File: src/rtl/mrb_pkg.sv
`timescale 1ns/1ps
// Shared constants, state type and compile-time helpers for the burst ROM reader.
// Assumes the bus split is fixed: 7 upper bits, 15 lower bits, 8-bit page.
package mrb_pkg;
    localparam int ADDR_W = 22;
    localparam int HI_W   = 7;
    localparam int LO_W   = 15;
    localparam int BUS_W  = 16;
    localparam int CODE_W = 4;
    localparam int PAGE_W = 8;

    typedef enum logic [2:0] {
        ST_IDLE,
        ST_HSET,
        ST_HHOLD,
        ST_LSET,
        ST_LAT,
        ST_RDL,
        ST_RDH
    } mrb_state_t;

    // Round a time up to whole clock cycles, never below one.
    function automatic int unsigned mrb_cycles(input int unsigned ns, input int unsigned per);
        int unsigned c;
        c = (ns + per - 1) / per;
        return (c == 0) ? 1 : c;
    endfunction

    function automatic int unsigned mrb_max(input int unsigned a, input int unsigned b);
        return (a > b) ? a : b;
    endfunction
endpackage

File: src/rtl/mrb_timer.sv
`timescale 1ns/1ps
// Phase timer: loaded with (cycles-1) on entry to a phase, counts down to zero.
// Assumes the caller leaves the phase in the cycle where zero is high.
module mrb_timer #(
    parameter int W = 8
) (
    input  logic         clk,
    input  logic         rst_n,
    input  logic         load,
    input  logic [W-1:0] load_val,
    output logic         zero,
    output logic         one
);
    logic [W-1:0] cnt;

    // Load on phase entry, otherwise count down and rest at zero.
    always_ff @(posedge clk) begin
        if (!rst_n)
            cnt <= '0;
        else if (load)
            cnt <= load_val;
        else if (cnt != '0)
            cnt <= cnt - W'(1);
    end

    assign zero = (cnt == '0);
    assign one  = (cnt == W'(1));
endmodule

File: src/rtl/mrb_track.sv
`timescale 1ns/1ps
// Transfer tracker: holds the current word address, words left, device code
// and enable. Assumes step is high for one cycle per captured word.
module mrb_track
    import mrb_pkg::*;
#(
    parameter int CNT_W = 16
) (
    input  logic              clk,
    input  logic              rst_n,
    input  logic              load,
    input  logic [ADDR_W-1:0] addr_i,
    input  logic [CNT_W-1:0]  count_i,
    input  logic [CODE_W-1:0] code_i,
    input  logic              en_n_i,
    input  logic              step,
    output logic [ADDR_W-1:0] cur_addr,
    output logic [CODE_W-1:0] code_q,
    output logic              en_n_q,
    output logic              last,
    output logic              page_top
);
    logic [CNT_W-1:0] left;

    // Take the request on load; advance address and count by one per word.
    always_ff @(posedge clk) begin
        if (!rst_n) begin
            cur_addr <= '0;
            left     <= '0;
            code_q   <= '0;
            en_n_q   <= 1'b1;
        end else if (load) begin
            cur_addr <= addr_i;
            left     <= count_i;
            code_q   <= code_i;
            en_n_q   <= en_n_i;
        end else if (step) begin
            cur_addr <= cur_addr + ADDR_W'(1);
            left     <= left - CNT_W'(1);
        end
    end

    assign last     = (left == '0);
    assign page_top = (cur_addr[PAGE_W-1:0] == '0);
endmodule

File: src/rtl/mrom_burst_reader.sv
`timescale 1ns/1ps
// Burst reader for a ROM on a shared 16-bit address/data bus.
// Runs a two-step address cycle, waits the first-access latency, then reads
// one word per read strobe, restarting the address cycle at each 256-word page.
// Assumes the clock period parameter matches the real clock; all strobes are
// decoded from the state register.
module mrom_burst_reader
    import mrb_pkg::*;
#(
    parameter int unsigned CLK_PERIOD_NS   = 20,
    parameter int unsigned T_ADDR_SETUP_NS = 40,
    parameter int unsigned T_STB_GUARD_NS  = 70,
    parameter int unsigned T_FIRST_NS      = 2000,
    parameter int unsigned T_RD_PERIOD_NS  = 400,
    parameter int unsigned T_RD_HIGH_NS    = 20,
    parameter int unsigned T_RD_DATA_NS    = 150,
    parameter int          CNT_W           = 16
) (
    input  logic              clk,
    input  logic              rst_n,
    input  logic              start,
    input  logic [21:0]       word_addr,
    input  logic [3:0]        dev_code,
    input  logic              enable_n,
    input  logic [CNT_W-1:0]  word_count,
    input  logic [15:0]       bus_in,
    output logic [15:0]       bus_out,
    output logic              bus_oe,
    output logic              addr_stb_hi,
    output logic              addr_stb_lo,
    output logic              read_stb_n,
    output logic              rom_sel_n,
    output logic [15:0]       rd_data,
    output logic              rd_valid,
    output logic              done
);
    localparam int unsigned N_AS   = mrb_cycles(T_ADDR_SETUP_NS, CLK_PERIOD_NS);
    localparam int unsigned N_GRD  = mrb_cycles(T_STB_GUARD_NS, CLK_PERIOD_NS);
    localparam int unsigned N_LAT  = mrb_cycles(T_FIRST_NS, CLK_PERIOD_NS);
    localparam int unsigned N_PER  = mrb_cycles(T_RD_PERIOD_NS, CLK_PERIOD_NS);
    localparam int unsigned N_HIGH = mrb_cycles(T_RD_HIGH_NS, CLK_PERIOD_NS);
    localparam int unsigned N_DATA = mrb_cycles(T_RD_DATA_NS, CLK_PERIOD_NS);
    localparam int unsigned N_HSET = mrb_max(N_AS, N_GRD);
    localparam int unsigned N_LOW  = mrb_max(N_DATA + 1, (N_PER > N_HIGH) ? N_PER - N_HIGH : 1);
    localparam int unsigned N_MAX  = mrb_max(mrb_max(N_HSET, N_LAT), mrb_max(N_LOW, N_HIGH));
    localparam int          TMR_W  = $clog2(N_MAX + 1);

    localparam logic [TMR_W-1:0] L_HSET = TMR_W'(N_HSET - 1);
    localparam logic [TMR_W-1:0] L_GRD  = TMR_W'(N_GRD - 1);
    localparam logic [TMR_W-1:0] L_AS   = TMR_W'(N_AS - 1);
    localparam logic [TMR_W-1:0] L_LAT  = TMR_W'(N_LAT - 1);
    localparam logic [TMR_W-1:0] L_LOW  = TMR_W'(N_LOW - 1);
    localparam logic [TMR_W-1:0] L_HIGH = TMR_W'(N_HIGH - 1);

    mrb_state_t        st, st_d;
    logic              tmr_load, tmr_zero, tmr_one;
    logic [TMR_W-1:0]  tmr_val;
    logic              trk_load, capture, last, page_top, en_n_q, done_d;
    logic [ADDR_W-1:0] cur_addr;
    logic [CODE_W-1:0] code_q;

    mrb_timer #(.W(TMR_W)) u_timer (
        .clk      (clk),
        .rst_n    (rst_n),
        .load     (tmr_load),
        .load_val (tmr_val),
        .zero     (tmr_zero),
        .one      (tmr_one)
    );

    mrb_track #(.CNT_W(CNT_W)) u_track (
        .clk      (clk),
        .rst_n    (rst_n),
        .load     (trk_load),
        .addr_i   (word_addr),
        .count_i  (word_count),
        .code_i   (dev_code),
        .en_n_i   (enable_n),
        .step     (capture),
        .cur_addr (cur_addr),
        .code_q   (code_q),
        .en_n_q   (en_n_q),
        .last     (last),
        .page_top (page_top)
    );

    // Phase sequencing: each phase lasts the cycles its timer was loaded with.
    always_comb begin
        st_d     = st;
        tmr_load = 1'b0;
        tmr_val  = '0;
        trk_load = 1'b0;
        done_d   = 1'b0;
        unique case (st)
            ST_IDLE: begin
                if (start) begin
                    if (word_count == '0) begin
                        done_d = 1'b1;
                    end else begin
                        st_d     = ST_HSET;
                        trk_load = 1'b1;
                        tmr_load = 1'b1;
                        tmr_val  = L_HSET;
                    end
                end
            end
            ST_HSET: if (tmr_zero) begin
                st_d = ST_HHOLD; tmr_load = 1'b1; tmr_val = L_GRD;
            end
            ST_HHOLD: if (tmr_zero) begin
                st_d = ST_LSET; tmr_load = 1'b1; tmr_val = L_AS;
            end
            ST_LSET: if (tmr_zero) begin
                st_d = ST_LAT; tmr_load = 1'b1; tmr_val = L_LAT;
            end
            ST_LAT: if (tmr_zero) begin
                st_d = ST_RDL; tmr_load = 1'b1; tmr_val = L_LOW;
            end
            ST_RDL: if (tmr_zero) begin
                st_d = ST_RDH; tmr_load = 1'b1; tmr_val = L_HIGH;
            end
            ST_RDH: if (tmr_zero) begin
                if (last) begin
                    st_d   = ST_IDLE;
                    done_d = 1'b1;
                end else if (page_top) begin
                    st_d = ST_HSET; tmr_load = 1'b1; tmr_val = L_HSET;
                end else begin
                    st_d = ST_RDL; tmr_load = 1'b1; tmr_val = L_LOW;
                end
            end
            default: st_d = ST_IDLE;
        endcase
    end

    // Sample the bus in the cycle before the read strobe rises.
    assign capture = (st == ST_RDL) && tmr_one;

    // State, done pulse and captured word registers.
    always_ff @(posedge clk) begin
        if (!rst_n) begin
            st       <= ST_IDLE;
            done     <= 1'b0;
            rd_valid <= 1'b0;
            rd_data  <= '0;
        end else begin
            st       <= st_d;
            done     <= done_d;
            rd_valid <= capture;
            if (capture)
                rd_data <= bus_in;
        end
    end

    // Bus word for each address step; zero when not driving.
    always_comb begin
        bus_out = '0;
        unique case (st)
            ST_HSET, ST_HHOLD: begin
                bus_out[HI_W-1:0] = cur_addr[ADDR_W-1:LO_W];
                bus_out[12:11]    = code_q[3:2];
                bus_out[8:7]      = code_q[1:0];
            end
            ST_LSET: bus_out = {cur_addr[LO_W-1:0], 1'b0};
            default: bus_out = '0;
        endcase
    end

    assign bus_oe      = (st == ST_HSET) || (st == ST_HHOLD) || (st == ST_LSET);
    assign addr_stb_hi = (st == ST_IDLE) || (st == ST_HSET);
    assign addr_stb_lo = (st == ST_IDLE) || (st == ST_HSET) || (st == ST_HHOLD) || (st == ST_LSET);
    assign read_stb_n  = (st != ST_RDL);
    assign rom_sel_n   = (st == ST_IDLE) ? 1'b1 : en_n_q;
endmodule

File: config.mk
export PLATFORM = sky130hd
export DESIGN_NAME = mrom_burst_reader
export DESIGN_NICKNAME = d
export VERILOG_FILES = /design/src/rtl/mrb_pkg.sv /design/src/rtl/mrb_timer.sv /design/src/rtl/mrb_track.sv /design/src/rtl/mrom_burst_reader.sv
export SDC_FILE = /design/constraint.sdc
export NUM_CORES = 1
export LEC_CHECK = 0
export BUFFER_PORTS_ARGS = -buffer_cell sky130_fd_sc_hd__buf_4
export CAP_MARGIN = 15
export CORE_ASPECT_RATIO = 0.8
export CORE_MARGIN = 2
export CORE_UTILIZATION = 54
export DETAILED_ROUTE_END_ITERATION = 10
export GPL_ROUTABILITY_DRIVEN = 0
export PLACE_DENSITY = 0.81
export SYNTH_ARGS = -nofsm -noshare
export SYNTH_HDL_FRONTEND = slang
export SYNTH_SLANG_ARGS = --single-unit
File: constraint.sdc
create_clock -name clk -period 2.7 [get_ports clk]
set_input_delay 0.135 -clock clk [delete_from_list [all_inputs] [get_ports clk]]
set_output_delay 0.135 -clock clk [all_outputs]
set_load 0.01 [all_outputs]
==> summary.md, run 1 <==
| Metric | Value |
|---|---|
| Worst Tran Pin Value | 0.7108 ns |
| Via count | approximately 4,200 |
| Grt ovf | 0 |
| Root buffer cell | clkbuf_8 |
| Synth top area share | approximately a third |
| Async SR Flop Fraction | 0% |
| # clock sinks | a little over 70 |
| Cell area after synthesis | 4086 um2 |
| Core Area | around 7400 um2 |
| Hold WS | roughly 0.018 ns |
| Hpwl dp | just over 8000 um |
| Multi-input logic area | 2409 um2 |
| Critical Path End Type | output pin |
| Fin crit period | about 2.4 ns |
| CTS tree | built |
| Syn Area/Cell | ~8 um2 |
| Post-synth top area cell | dfxtp_1 |
| Seq/Total Area, Yosys | around a third |
| Pwr Density | between 800 and 900 nW/um2 |
| Vias in the first global route | between 3,000 and 4,000 |
| CTS resizes | 0 |
| Sequential cell area | about 1400 um2 |
| Dpl ws | 0.5358 ns |
| Hold wc startpoint | bus_in[9] |
| Finish-stage setup viols | 0 |
| Antenna Nets Post-Route | 0 |
| Die W | 101.3 um |
| CTS Buf Count | 9 |
| Starting Density | between 50% and 60% |
| Final Hold Vio Count | 0 |
| Die Ht | ~80 um |
| Layout cell share with drive strength beyond 1 | about a quarter |
| Post-synth EDFFs | 0 |
| Setup TNS after final layout | 0 ns |
| Buffers on Ports | 100 |
| Critical-path maximum fanout | 18 |
| Worst r2r src | u_timer.cnt[0]$_SDFFE_PN0P_ |
| Post-CTS Setup Bufs | 0 |
| Unrepaired setup endpoints after global routing | no |
| Avg WL per Cell | 16.33 um |
| Ant. Diodes | 0 |
| Clock Latency Late Sink | ~0.36 ns |
| Kind of critical path | flop to output pin |
| Post-synth net total | slightly below 600 |
| Yosys reg bits | 71 |
| CP startpoint | st[1]$_SDFFE_PN0P_ |
| Hold Crit Class | input port to flop |
| Worst slew margin | 52.52% |
| Yosys warning count | 0 |
| Initial antenna violation count | 0 |
| Fin. max-slew vios | 0 |
| Post-detailed-routing wire length | ~11,000 um |
| Outcome | completed |
| Required @ worst endpoint | about 2.6 ns |
| DP Area | between 4000 and 5000 um2 |
| Hold_buf cts | 1 |
| P_leak | approximately 2 nW |
| DRC Markers | 0 |
| CTS max path bufs | 2 |
| DIE AREA | just over 8000 um2 |
| First-pass GRT wire length | around 19,000 um |
| Mapped Cells | approximately 500 |
| H-tree level count | 3 |
| 1st-iter DRT viols | 331 |
| Library cells used by synthesis | 67 |
| Peak supply drop | 0.0004692 V |
| Post-route clock period utilization | approximately 87% |
| Layout Cell Area excl Fill | roughly 5100 um2 |
| Main synth FF type | dfxtp_1 |
| GRT Total Usage | roughly 28% |
| Area contributors post-synth | dfxtp_1 (35%), a21oi_1 (7.6%), nand2_1 (6.8%) |
| Layout area overhead | 23.82% |
| Max Cap Viol | 0 |
| Max Clk Rate | around 420 MHz |
| Setup WS post-layout | around 0.34 ns |
| Nets | 671 |
| DR pass1 iterations | 5 |
| IO Count | between 100 and 150 |
| Reg clk slew, reported paths | 0.08 ns |
| Final Power | 4.163 mW |
| Clock Skew | 0.007132 ns |
| Drt via density | roughly 6.0 |
| Pin count of the biggest net entering global routing | 39 |
| Row Count | 28 |
| WP data arrival | around 2.2 ns |
| Critical Path Start Type | flop |
| Fillers | approximately 640 |
[metal layers]
layer	wire length, um	track usage (%)	vias up
li1	-	-	2046
met1	5054	40.78	1924
met2	4924	42.25	235
met3	1251	6.894	17
met4	164	7.703	0
met5	0	0	-
[flip-flops by register name (all words and copies together) (netlist names)]
register	flops
done	1
rd_data	16
rd_valid	1
st	3
u_timer.cnt	7
u_track.code_q	4
u_track.cur_addr	22
u_track.en_n_q	1
u_track.left	16
[final timing paths]
path / endpoint / slack (ns) / cells past startpoint
setup / recovery: bus_out[3] / 0.34 / 5
hold / removal: rd_data[9]$_SDFFE_PN0P_ / 0.02 / 3
setup reg to reg: u_timer.cnt[4]$_SDFFE_PN0P_ / 0.47 / 7
hold reg to reg: rd_data[12]$_SDFFE_PN0P_ / 0.46 / 2
[worst max-delay path, stage by stage, from the launching register on]
cell     delay (ns)
dfxtp_1        0.45
buf_4          0.31
nor2b_1        0.62
a21oi_1        0.21
nor2_1         0.13
buf_4          0.13
[layout make-up]
type / count / area share [%]
clock buffers: 12 / 3.066
clock inverters: 4 / 1.063
inverters: 12 / 0.8902
multi-input cells: 396 / 47.60
flip-flops and latches: 71 / 28.09
well taps: 90 / 2.226
repair buffers: 113 / 17.06
[metrics by stage]
stage	utilization, %	instances
2_1_floorplan	-	515
5_1_grt	68.78	698
4_1_cts	68.78	698
3_5_place_dp	65.80	681
3_3_place_gp	65.80	681
6_report	68.78	698
[Yosys cell counts (4+ instances only)]
cell and count:
o211ai_1 11, nand2_1 74, and2_1 6, and4_1 4, nor4_1 9, clkbuf_1 13, or3_1 9, mux2i_1 11
nand4_1 11, nor3_1 11, buf_2 11, a21oi_1 62, nor2_1 47, xor2_1 8, o2bb2ai_1 4, inv_1 12
xnor2_1 6, dfxtp_1 71, ha_1 6, o21ai_0 24, nand3_1 15, and3_1 7, a31oi_1 12
[cell families (layout without fill, tap and decap cells)]
| kind of cell | count (synthesis) | in the layout | share of synthesized area, % |
|---|---|---|---|
| compound gates | 144 | 144 | 21.83 |
| xor+xnor | 14 | 14 | 3.001 |
| fa+ha+maj | 6 | 6 | 1.837 |
| buf+inv | 48 | 141 | 6.277 |
| flops | 71 | 71 | 34.78 |
| mux | 11 | 11 | 2.695 |
| simple gates | 221 | 221 | 29.58 |
[placed cells by master, fill, tap and decap left out, types with 3 or more instances in the layout]
cell type / instances
o2bb2ai_1: 4
o311ai_0: 3
ha_1: 6
a31oi_1: 12
a22oi_1: 3
and2_1: 6
inv_1: 12
a221oi_1: 3
a21oi_1: 62
nor3_1: 11
nor4_1: 9
xnor2_1: 6
nand3_1: 15
nand2_1: 74
o21ai_0: 24
nor4b_1: 3
nand4_1: 11
xor2_1: 8
mux2i_1: 11
nor2_1: 47
clkbuf_8: 11
o211ai_1: 11
dfxtp_1: 71
o21a_1: 3
and3_1: 7
or3_1: 9
and4_1: 4
nor3_4: 3
buf_4: 111
[power by group]
| group | switching (mW) | internal, mW |
|---|---|---|
| Sequential | 0.301 | 1.25 |
| Clock | 0.421 | 0.479 |
| Combinational | 0.992 | 0.719 |
Note: power is estimated with default switching activity, not from simulation.
==> inputs of run 2 (changes only) <==
RECOVER_POWER = 50   (was not set)
SYNTH_HIERARCHICAL = 1   (was not set)
==> run 2 against run 1 <==
Cell count decreased by 3.0%. Routed wire length is 4.4% lower. Die area is 2.5% lower. Cell area fell by 0.99%. Combinational power down 5%. Maximum frequency shrank 9.3%. Hold slack worse by 0.0026 ns. Via count is 6.8% lower. Critical path type is now flop to flop. Critical endpoint is now u_track/left[13]$_SDFFE_PN0P_.
==> summary.md, run 2 <==
| Metric | Value |
|---|---|
| Outcome | completed |
| Most common cell after layout, fill and taps aside | buf_4 |
| Post-placement cell count | 659 (-3.2%) |
| Critical Path Start Type | flop |
| Nets | 653 (-2.7%) |
| Main synth FF type | dfxtp_1 |
| Fin crit period | 2.600 ns (+0.2425 ns) |
| P_leak | 1.976 nW (-0.58%) |
| Drt via density | 5.812 (-3.9%) |
| Syn Area/Cell | 8.142 um2 (+2.6%) |
| First-pass GRT wire length | 18,290 um (-1.8%) |
| H-tree level count | 3 (unchanged) |
| Peak supply drop | 0.0003833 V (-18%) |
| Simple-gate share of the synthesized area | 26.65% (-2.9 points) |
| Clock Latency Late Sink | 0.35 ns (about the same) |
| Post-synth EDFFs | 0 (unchanged) |
| 1st-iter DRT viols | 247 (-25%) |
| Async SR Flop Fraction | 0% (unchanged) |
| Worst slew margin | 43.08% (-9.4 points) |
| Pwr Density | 811.0 nW/um2 (-1.4%) |
| Root buffer cell | clkbuf_8 |
| Seq/Total Area, Yosys | 35.70% (+0.92 points) |
| Hpwl dp | 7630 um (-7.1%) |
| Fin. max-slew vios | 0 (unchanged) |
| Max Clk Rate | 384.7 MHz (-9.3%) |
| Commonest cells post-synth | dfxtp_1 (71), nand2_1 (51), o21ai_0 (38) |
| Reg clk slew, reported paths | 0.07 ns (about the same) |
| # clock sinks | 71 (unchanged) |
| Library cells used by synthesis | 62 (-7.5%) |
| Post-synthesis xor/xnor area fraction | 6.380% (+3.4 points) |
| DR pass1 iterations | 5 (unchanged) |
| Ant. Diodes | 0 (unchanged) |
| Row Count | 27 (-3.6%) |
| Cell Count, Final, Fillers Out | 677 (-3.0%) |
| Clock Skew | 0.008148 ns (+0.001016 ns) |
| Die Ht | 80.80 um (-1.2%) |
| Via count | 3,935 (-6.8%) |
| CTS Buf Count | 9 (unchanged) |
| Unrepaired setup endpoints after global routing | yes |
| WP data arrival | 2.88 ns (+0.66 ns) |
| DRC Markers | 0 (unchanged) |
| Post-synthesis compound-gate area fraction | 20.96% (-0.87 points) |
| Required @ worst endpoint | 2.98 ns (+0.41 ns) |
| Mapped Cells | 489 (-5.0%) |
| Die W | 100 um (-1.2%) |
| Grt ovf | 0 (unchanged) |
| Yosys reg bits | 71 (unchanged) |
| Commonest non-fill, non-tap cells in the layout | buf_4 (101), dfxtp_1 (69), nand2_1 (50) |
| CP startpoint | u_timer/cnt[5]$_SDFFE_PN0P_ |
| Fillers | 580 (-8.7%) |
| Critical Path End Type | flop |
| Critical-path maximum fanout | 5 (-13) |
| Max FFs per register | 22 (unchanged) |
| RR Endpoint | u_track/left[13]$_SDFFE_PN0P_ |
| Cell area after synthesis | 3981 um2 (-2.6%) |
| CTS tree | built |
| Final Hold Vio Count | 0 (unchanged) |
| Synth top area share | 35.70% (+0.92 points) |
| Layout area overhead | 25.83% |
| Hold WS | 0.01565 ns (-0.002598 ns) |
| Worst r2r src | u_timer/cnt[5]$_SDFFE_PN0P_ |
| Finish-stage setup viols | 0 (unchanged) |
| Antenna Nets Post-Route | 0 (unchanged) |
| Kind of critical path | flop to flop |
| Largest registers | u_track/cur_addr: 22 flops, rd_data: 16 flops, u_track/left: 16 flops |
| Buffers on Ports | 100 (unchanged) |
| Vias in the first global route | 3,861 (+0.91%) |
| Pin count of the biggest net entering global routing | 59 (+51%) |
| Post-synth top area cell | dfxtp_1 |
| Starting Density | 56.66% (+1.1 points) |
| Core Area | 7027 um2 (-4.5%) |
| DIE AREA | 8080 um2 (-2.5%) |
| Post-route clock period utilization | 96.28% (+9.0 points) |
| Worst Tran Pin Value | 0.8533 ns (+0.1425 ns) |
| Initial antenna violation count | 0 (unchanged) |
| Largest family of logic cells by synthesized area | simple AND/OR/NAND/NOR gates |
| R2R Setup Slk | 0.10 ns (-0.37 ns) |
| Area contributors post-synth | dfxtp_1 (36%), nand2_1 (4.8%), o21ai_0 (4.8%) |
| Post-synthesis mux area share | 2.043% (-0.65 points) |
| Largest reg by FF count | u_track/cur_addr |
| GRT Total Usage | 28.40% (+0.088 points) |
| Max Cap Viol | 0 (unchanged) |
| CTS max path bufs | 2 (unchanged) |
| Hold Crit Class | input port to flop |
| R2r worst-path depth | 8 (+1) |
| Layout cell share with drive strength beyond 1 | 25.25% (+0.75 points) |
| Yosys warning count | 6 (+6) |
| Post-detailed-routing wire length | 10,900 um (-4.4%) |
| IO Count | 101 (unchanged) |
| Top-count cell post-synth | dfxtp_1 |
| Synth Area in Adders | 2.168% (+0.33 points) |
| Worst Setup EP | u_track/left[13]$_SDFFE_PN0P_ |
| Avg WL per Cell | 16.09 um (-1.4%) |
[run 2: changes by cell type in the layout (fill, tap and decap cells not counted), moves of 10 or more]
cell / delta
clkbuf_1: +21
nand2b_1: +10
buf_4: -10
xnor2_1: +14
o21ai_0: +14
nor2_1: -22
nor4_1: +10
a21oi_1: -32
nand2_1: -24
[run 2: layout make-up]
cell class              count  area (um2)  share of cell area (%)
multi-input cells         366        2365                   47.20
flip-flops and latches     71        1424                   28.42
repair buffers            121       833.3                   16.63
clock buffers              11       131.4                   2.622
well taps                  87       108.9                   2.173
clock inverters             5       82.58                   1.648
inverters                  16       65.06                   1.299
[run 2: through the flow]
stage               setup TNS (ns)  setup slack [ns]  power, mW  cell area, um2  utilization [%]
finish                           0            0.1003      4.063            5010            71.30
global route             -0.005991         -0.005991      4.336            5010            71.30
CTS                              0           0.05748      4.040            5069            72.13
detailed placement               0           0.08310      3.101            4855            69.09
global placement                 0            0.1210      3.031            4855            69.09
floorplan                  -0.3200           -0.1739      2.646            4053                -
[run 2: what timing repair did]
item | 4_1_cts | 5_1_grt
setup buffers | 0 | 2
setup endpoints to repair | 0 | 8
hold buffers | 0 | 0
hold endpoints to repair | 0 | 0
gates resized for setup | 0 | 5
[run 2: worst min-delay path by stage]
stage | start | to | slack, ns | depth (start not counted)
6_report | enable_n | u_track/en_n_q$_SDFFE_PN1P_ | 0.02 | 3
5_1_grt | bus_in[7] | rd_data[7]$_SDFFE_PN0P_ | 0.02 | 3
2_1_floorplan | rst_n | st[2]$_SDFFE_PN0P_ | 0.25 | 1
3_5_place_dp | enable_n | u_track/en_n_q$_SDFFE_PN1P_ | 0.38 | 3
3_3_place_gp | enable_n | u_track/en_n_q$_SDFFE_PN1P_ | 0.35 | 3
4_1_cts | enable_n | u_track/en_n_q$_SDFFE_PN1P_ | 0.009 | 3
[run 2: critical path, stage by stage, from the launching register on]
cell      delay, ns
dfxtp_2        0.34
or4_4          0.56
nor3b_4        0.24
nand3_4        0.11
clkinv_4       0.07
or3b_4         0.41
or3_1          0.33
or3_1          0.31
a31oi_1        0.15
[run 2: metal layers]
layer / vias to the layer above / wire length (um) / track usage [%]
met2: 163 / 5172 / 48.45
met4: 0 / 149 / 8.082
met1: 1816 / 4715 / 35.48
li1: 1940 / - / -
met3: 16 / 857 / 8.003
met5: - / 0 / 0
[run 2: logic make-up (layout without fill, tap and decap cells)]
| family | count (synthesis) | in the layout |
|---|---|---|
| adder cells (fa/ha/maj) | 7 | 7 |
| XOR/XNOR | 29 | 29 |
| flip-flops | 71 | 71 |
| AO/OA/AOI/OAI | 128 | 128 |
| other | 1 | 2 |
| multiplexers | 8 | 8 |
| buffers and inverters | 53 | 153 |
| AND/OR/NAND/NOR | 192 | 192 |
[run 2: power by group]
group	switching, mW	internal, mW	total [mW]
Sequential	0.253	1.26	1.51
Clock	0.405	0.523	0.927
Combinational	0.893	0.728	1.62
Total	1.55	2.51	4.06
==> inputs of run 3 (changes only) <==
ABC_AREA = 1   (was not set)
CORE_UTILIZATION = 55   (was 54)
==> run 3 against run 2 <==
Global-route usage decreased by 1.5 points. Die area rose by 8.6%. Register-to-register slack improved by 0.17 ns. Hold slack hardly changed. Sequential share of layout area down 1.8 points. Combinational power grew 19%. Worst setup slack gained 0.17 ns. First-iteration DRC count rose by 4.5%. Synthesized cell count up 40%. Maximum frequency rose by 7.1%.
==> summary.md, run 3 <==
| Metric | Value |
|---|---|
| CTS max path bufs | 2 (unchanged) |
| Post-synthesis mux area share | 0% (-2.0 points) |
| DP Area | 5236 um2 (+7.9%) |
| Critical Path End Type | flop |
| Fillers | 734 (+27%) |
| Synth Area in Adders | 1.698% (-0.47 points) |
| Multi-input logic area | 2546 um2 (+7.7%) |
| Pwr Density | 791.9 nW/um2 (-2.4%) |
| Final Core Density | 67.81% (-3.5 points) |
| Largest registers | u_track/cur_addr: 22 flops, rd_data: 16 flops, u_track/left: 16 flops |
| Root buffer cell | clkbuf_8 |
| R2R Setup Slk | 0.27 ns (+0.17 ns) |
| Async SR Flop Fraction | 0% (unchanged) |
| Main synth FF type | dfxtp_1 |
| DR pass1 iterations | 5 (unchanged) |
| Setup TNS after final layout | 0 ns (unchanged) |
| Sequential cell area | 1421 um2 (-0.18%) |
| Post-synthesis xor/xnor area fraction | 1.585% (-4.8 points) |
| Hold WS | 0.01530 ns (-0.0003544 ns) |
| Starting Density | 56.16% (-0.50 points) |
| Area contributors post-synth | dfxtp_1 (32%), nand2_1 (15%), nand3_1 (7.6%) |
| CTS tree | built |
| Max Clk Rate | 411.9 MHz (+7.1%) |
| H-tree level count | 3 (unchanged) |
| Fin crit period | 2.428 ns (-0.1716 ns) |
| Required @ worst endpoint | 3.01 ns (+0.03 ns) |
| Post-synth top area cell | dfxtp_1 |
| Yosys warning count | 6 (unchanged) |
| Die W | 104.2 um (+4.2%) |
| R2r worst-path depth | 11 (+3) |
| Kind of critical path | flop to flop |
| Max FFs per register | 22 (unchanged) |
| Layout cell share with drive strength beyond 1 | 17.03% (-8.2 points) |
| Synth top area share | 32.14% (-3.6 points) |
| Mapped Cells | 684 (+40%) |
| Critical-path maximum fanout | 30 (+25) |
| Die Ht | 84.20 um (+4.2%) |
| Post-detailed-routing wire length | 11,750 um (+7.8%) |
| Cell Count, Final, Fillers Out | 895 (+32%) |
| Library cells used by synthesis | 42 (-32%) |
| GRT Total Usage | 26.86% (-1.5 points) |
| Fin. max-slew vios | 0 (unchanged) |
| CP max-delay cell | inv_2 |
| Hold Crit Class | input port to flop |
| WHS Path Cells | 3 (unchanged) |
| Worst slew margin | 31.31% (-12 points) |
| Buf+Inv Stages, Crit Path | 3 (+2) |
| Simple-gate share of the synthesized area | 38.09% (+11 points) |
| Vias in the first global route | 4,328 (+12%) |
| Final Hold Vio Count | 0 (unchanged) |
| Critical Path Start Type | flop |
| Seq/Total Area, Yosys | 32.14% (-3.6 points) |
| Antenna Nets Post-Route | 0 (unchanged) |
| Via count | 4,737 (+20%) |
| Avg WL per Cell | 13.12 um (-18%) |
| Nets | 850 (+30%) |
| Hpwl dp | 8756 um (+15%) |
| Finish-stage setup viols | 0 (unchanged) |
| Largest reg by FF count | u_track/cur_addr |
| Top-count cell post-synth | nand2_1 |
| Post-synthesis compound-gate area fraction | 16.38% (-4.6 points) |
| Post-placement cell count | 876 (+33%) |
| # clock sinks | 71 (unchanged) |
| Cell area after synthesis | 4422 um2 (+11%) |
| Commonest cells post-synth | nand2_1 (176), nor2_1 (85), inv_1 (72) |
| Syn Area/Cell | 6.465 um2 (-21%) |
| Most common cell after layout, fill and taps aside | nand2_1 |
| IO Count | 101 (unchanged) |
| Commonest non-fill, non-tap cells in the layout | nand2_1 (177), nor2_1 (86), buf_4 (82) |
| WP data arrival | 2.74 ns (-0.14 ns) |
| Grt ovf | 0 (unchanged) |
| Layout Cell Area excl Fill | 5339 um2 (+6.6%) |
| Unrepaired setup endpoints after global routing | no |
| Drt via density | 5.293 (-8.9%) |
| Largest family of logic cells by synthesized area | simple AND/OR/NAND/NOR gates |
| Post-synth EDFFs | 0 (unchanged) |
| Crit-path cells | nor2_1, nand2_2, nor2_1, nand3_4, clkinv_2, nand2_2, inv_2, nand2_1, o211ai_1, nand2_1, inv_1 |
| DIE AREA | 8777 um2 (+8.6%) |
| P_leak | 2.291 nW (+16%) |
| First-pass GRT wire length | 19,460 um (+6.4%) |
| Worst Tran Pin Value | 1.029 ns (+0.1760 ns) |
| Peak supply drop | 0.0004779 V (+25%) |
| CTS Buf Count | 9 (unchanged) |
| Initial antenna violation count | 0 (unchanged) |
| Reg clk slew, reported paths | 0.08 ns (about the same) |
| Max stage delay on crit path | 0.44 ns (-0.12 ns) |
| Yosys reg bits | 71 (unchanged) |
| Outcome | completed |
| Top delay family on crit path | simple AND/OR/NAND/NOR gates |
| Layout area overhead | 20.74% |
| 1st-iter DRT viols | 258 (+4.5%) |
| Post-route clock period utilization | 89.93% (-6.4 points) |
| Core Area | 7874 um2 (+12%) |
| Buffers on Ports | 100 (unchanged) |
| Clock Skew | 0.009988 ns (+0.001840 ns) |
| Crit path depth | 11 (+3) |
| DRC Markers | 0 (unchanged) |
| Clock Latency Late Sink | 0.35 ns (about the same) |
| Ant. Diodes | 0 (unchanged) |
| Max Cap Viol | 0 (unchanged) |
| Pin count of the biggest net entering global routing | 31 (-47%) |
| Row Count | 29 (+7.4%) |
run 3: cell count changes in the layout (fill, tap and decap cells not counted), sizes merged, moves of 18 or more:
cell   previous run  this run
buf             101        82
nand2            54       187
xnor2            20         2
nor4             21         1
inv              15        80
nor2             25        99
nand3            13        70
run 3: cell type report:
| class | instances | area share [%] |
|---|---|---|
| clock buffers | 9 | 2.320 |
| clock inverters | 7 | 1.453 |
| inverters | 79 | 5.625 |
| multi-input cells | 509 | 47.69 |
| flip-flops and latches | 71 | 26.62 |
| well taps | 108 | 2.531 |
| repair buffers | 112 | 13.76 |
run 3: cells by family (layout without fill, tap and decap cells):
logic type               after synthesis  in the layout
AO/OA/AOI/OAI                        124            124
buffers and inverters                105            207
adder cells (fa/ha/maj)                6              6
AND/OR/NAND/NOR                      369            369
XOR/XNOR                               8              8
flip-flops                            71             71
other                                  1              2
run 3: timing repair:
item,CTS,global route
setup endpoints to repair,0,5
hold buffers,1,0
hold endpoints to repair,1,0
buffers inserted,0,2
gates resized for setup,0,1
run 3: worst register-to-register path, stage by stage (launching register included):
cell and delay, ns:
dfxtp_1 0.33, nor2_1 0.25, nand2_2 0.16, nor2_1 0.24, nand3_4 0.23, clkinv_2 0.21, nand2_2 0.14, inv_2 0.44
nand2_1 0.10, o211ai_1 0.19, nand2_1 0.07, inv_1 0.05
run 3: where the power goes:
part / internal [mW] / switching [mW]
sequential: 1.23 / 0.206
clock: 0.436 / 0.438
combinational: 0.701 / 1.22
run 3: final timing paths:
check | from | endpoint
worst min register to register | u_track/en_n_q$_SDFFE_PN1P_ | u_track/en_n_q$_SDFFE_PN1P_
worst max-delay path | u_timer/cnt[4]$_SDFFE_PN0P_ | u_track/left[6]$_SDFFE_PN0P_
worst min-delay path | dev_code[0] | u_track/code_q[0]$_SDFFE_PN0P_
worst max register to register | u_timer/cnt[4]$_SDFFE_PN0P_ | u_track/left[6]$_SDFFE_PN0P_
run 3: stage by stage:
stage          power, mW  worst slack [ns]
6_report           4.228            0.2719
5_1_grt            4.542           0.03242
4_1_cts            4.255            0.2366
3_5_place_dp       3.371            0.2690
3_3_place_gp       3.319            0.3515
2_1_floorplan      2.824            0.4710
run 3: metal layers:
| layer | global-route usage [%] | wire length, um | vias to the layer above |
|---|---|---|---|
| met5 | 0 | 0 | - |
| li1 | - | - | 2404 |
| met4 | 5.774 | 85 | 0 |
| met1 | 34.92 | 5291 | 2168 |
| met2 | 46.41 | 5678 | 155 |
| met3 | 5.590 | 689 | 10 |
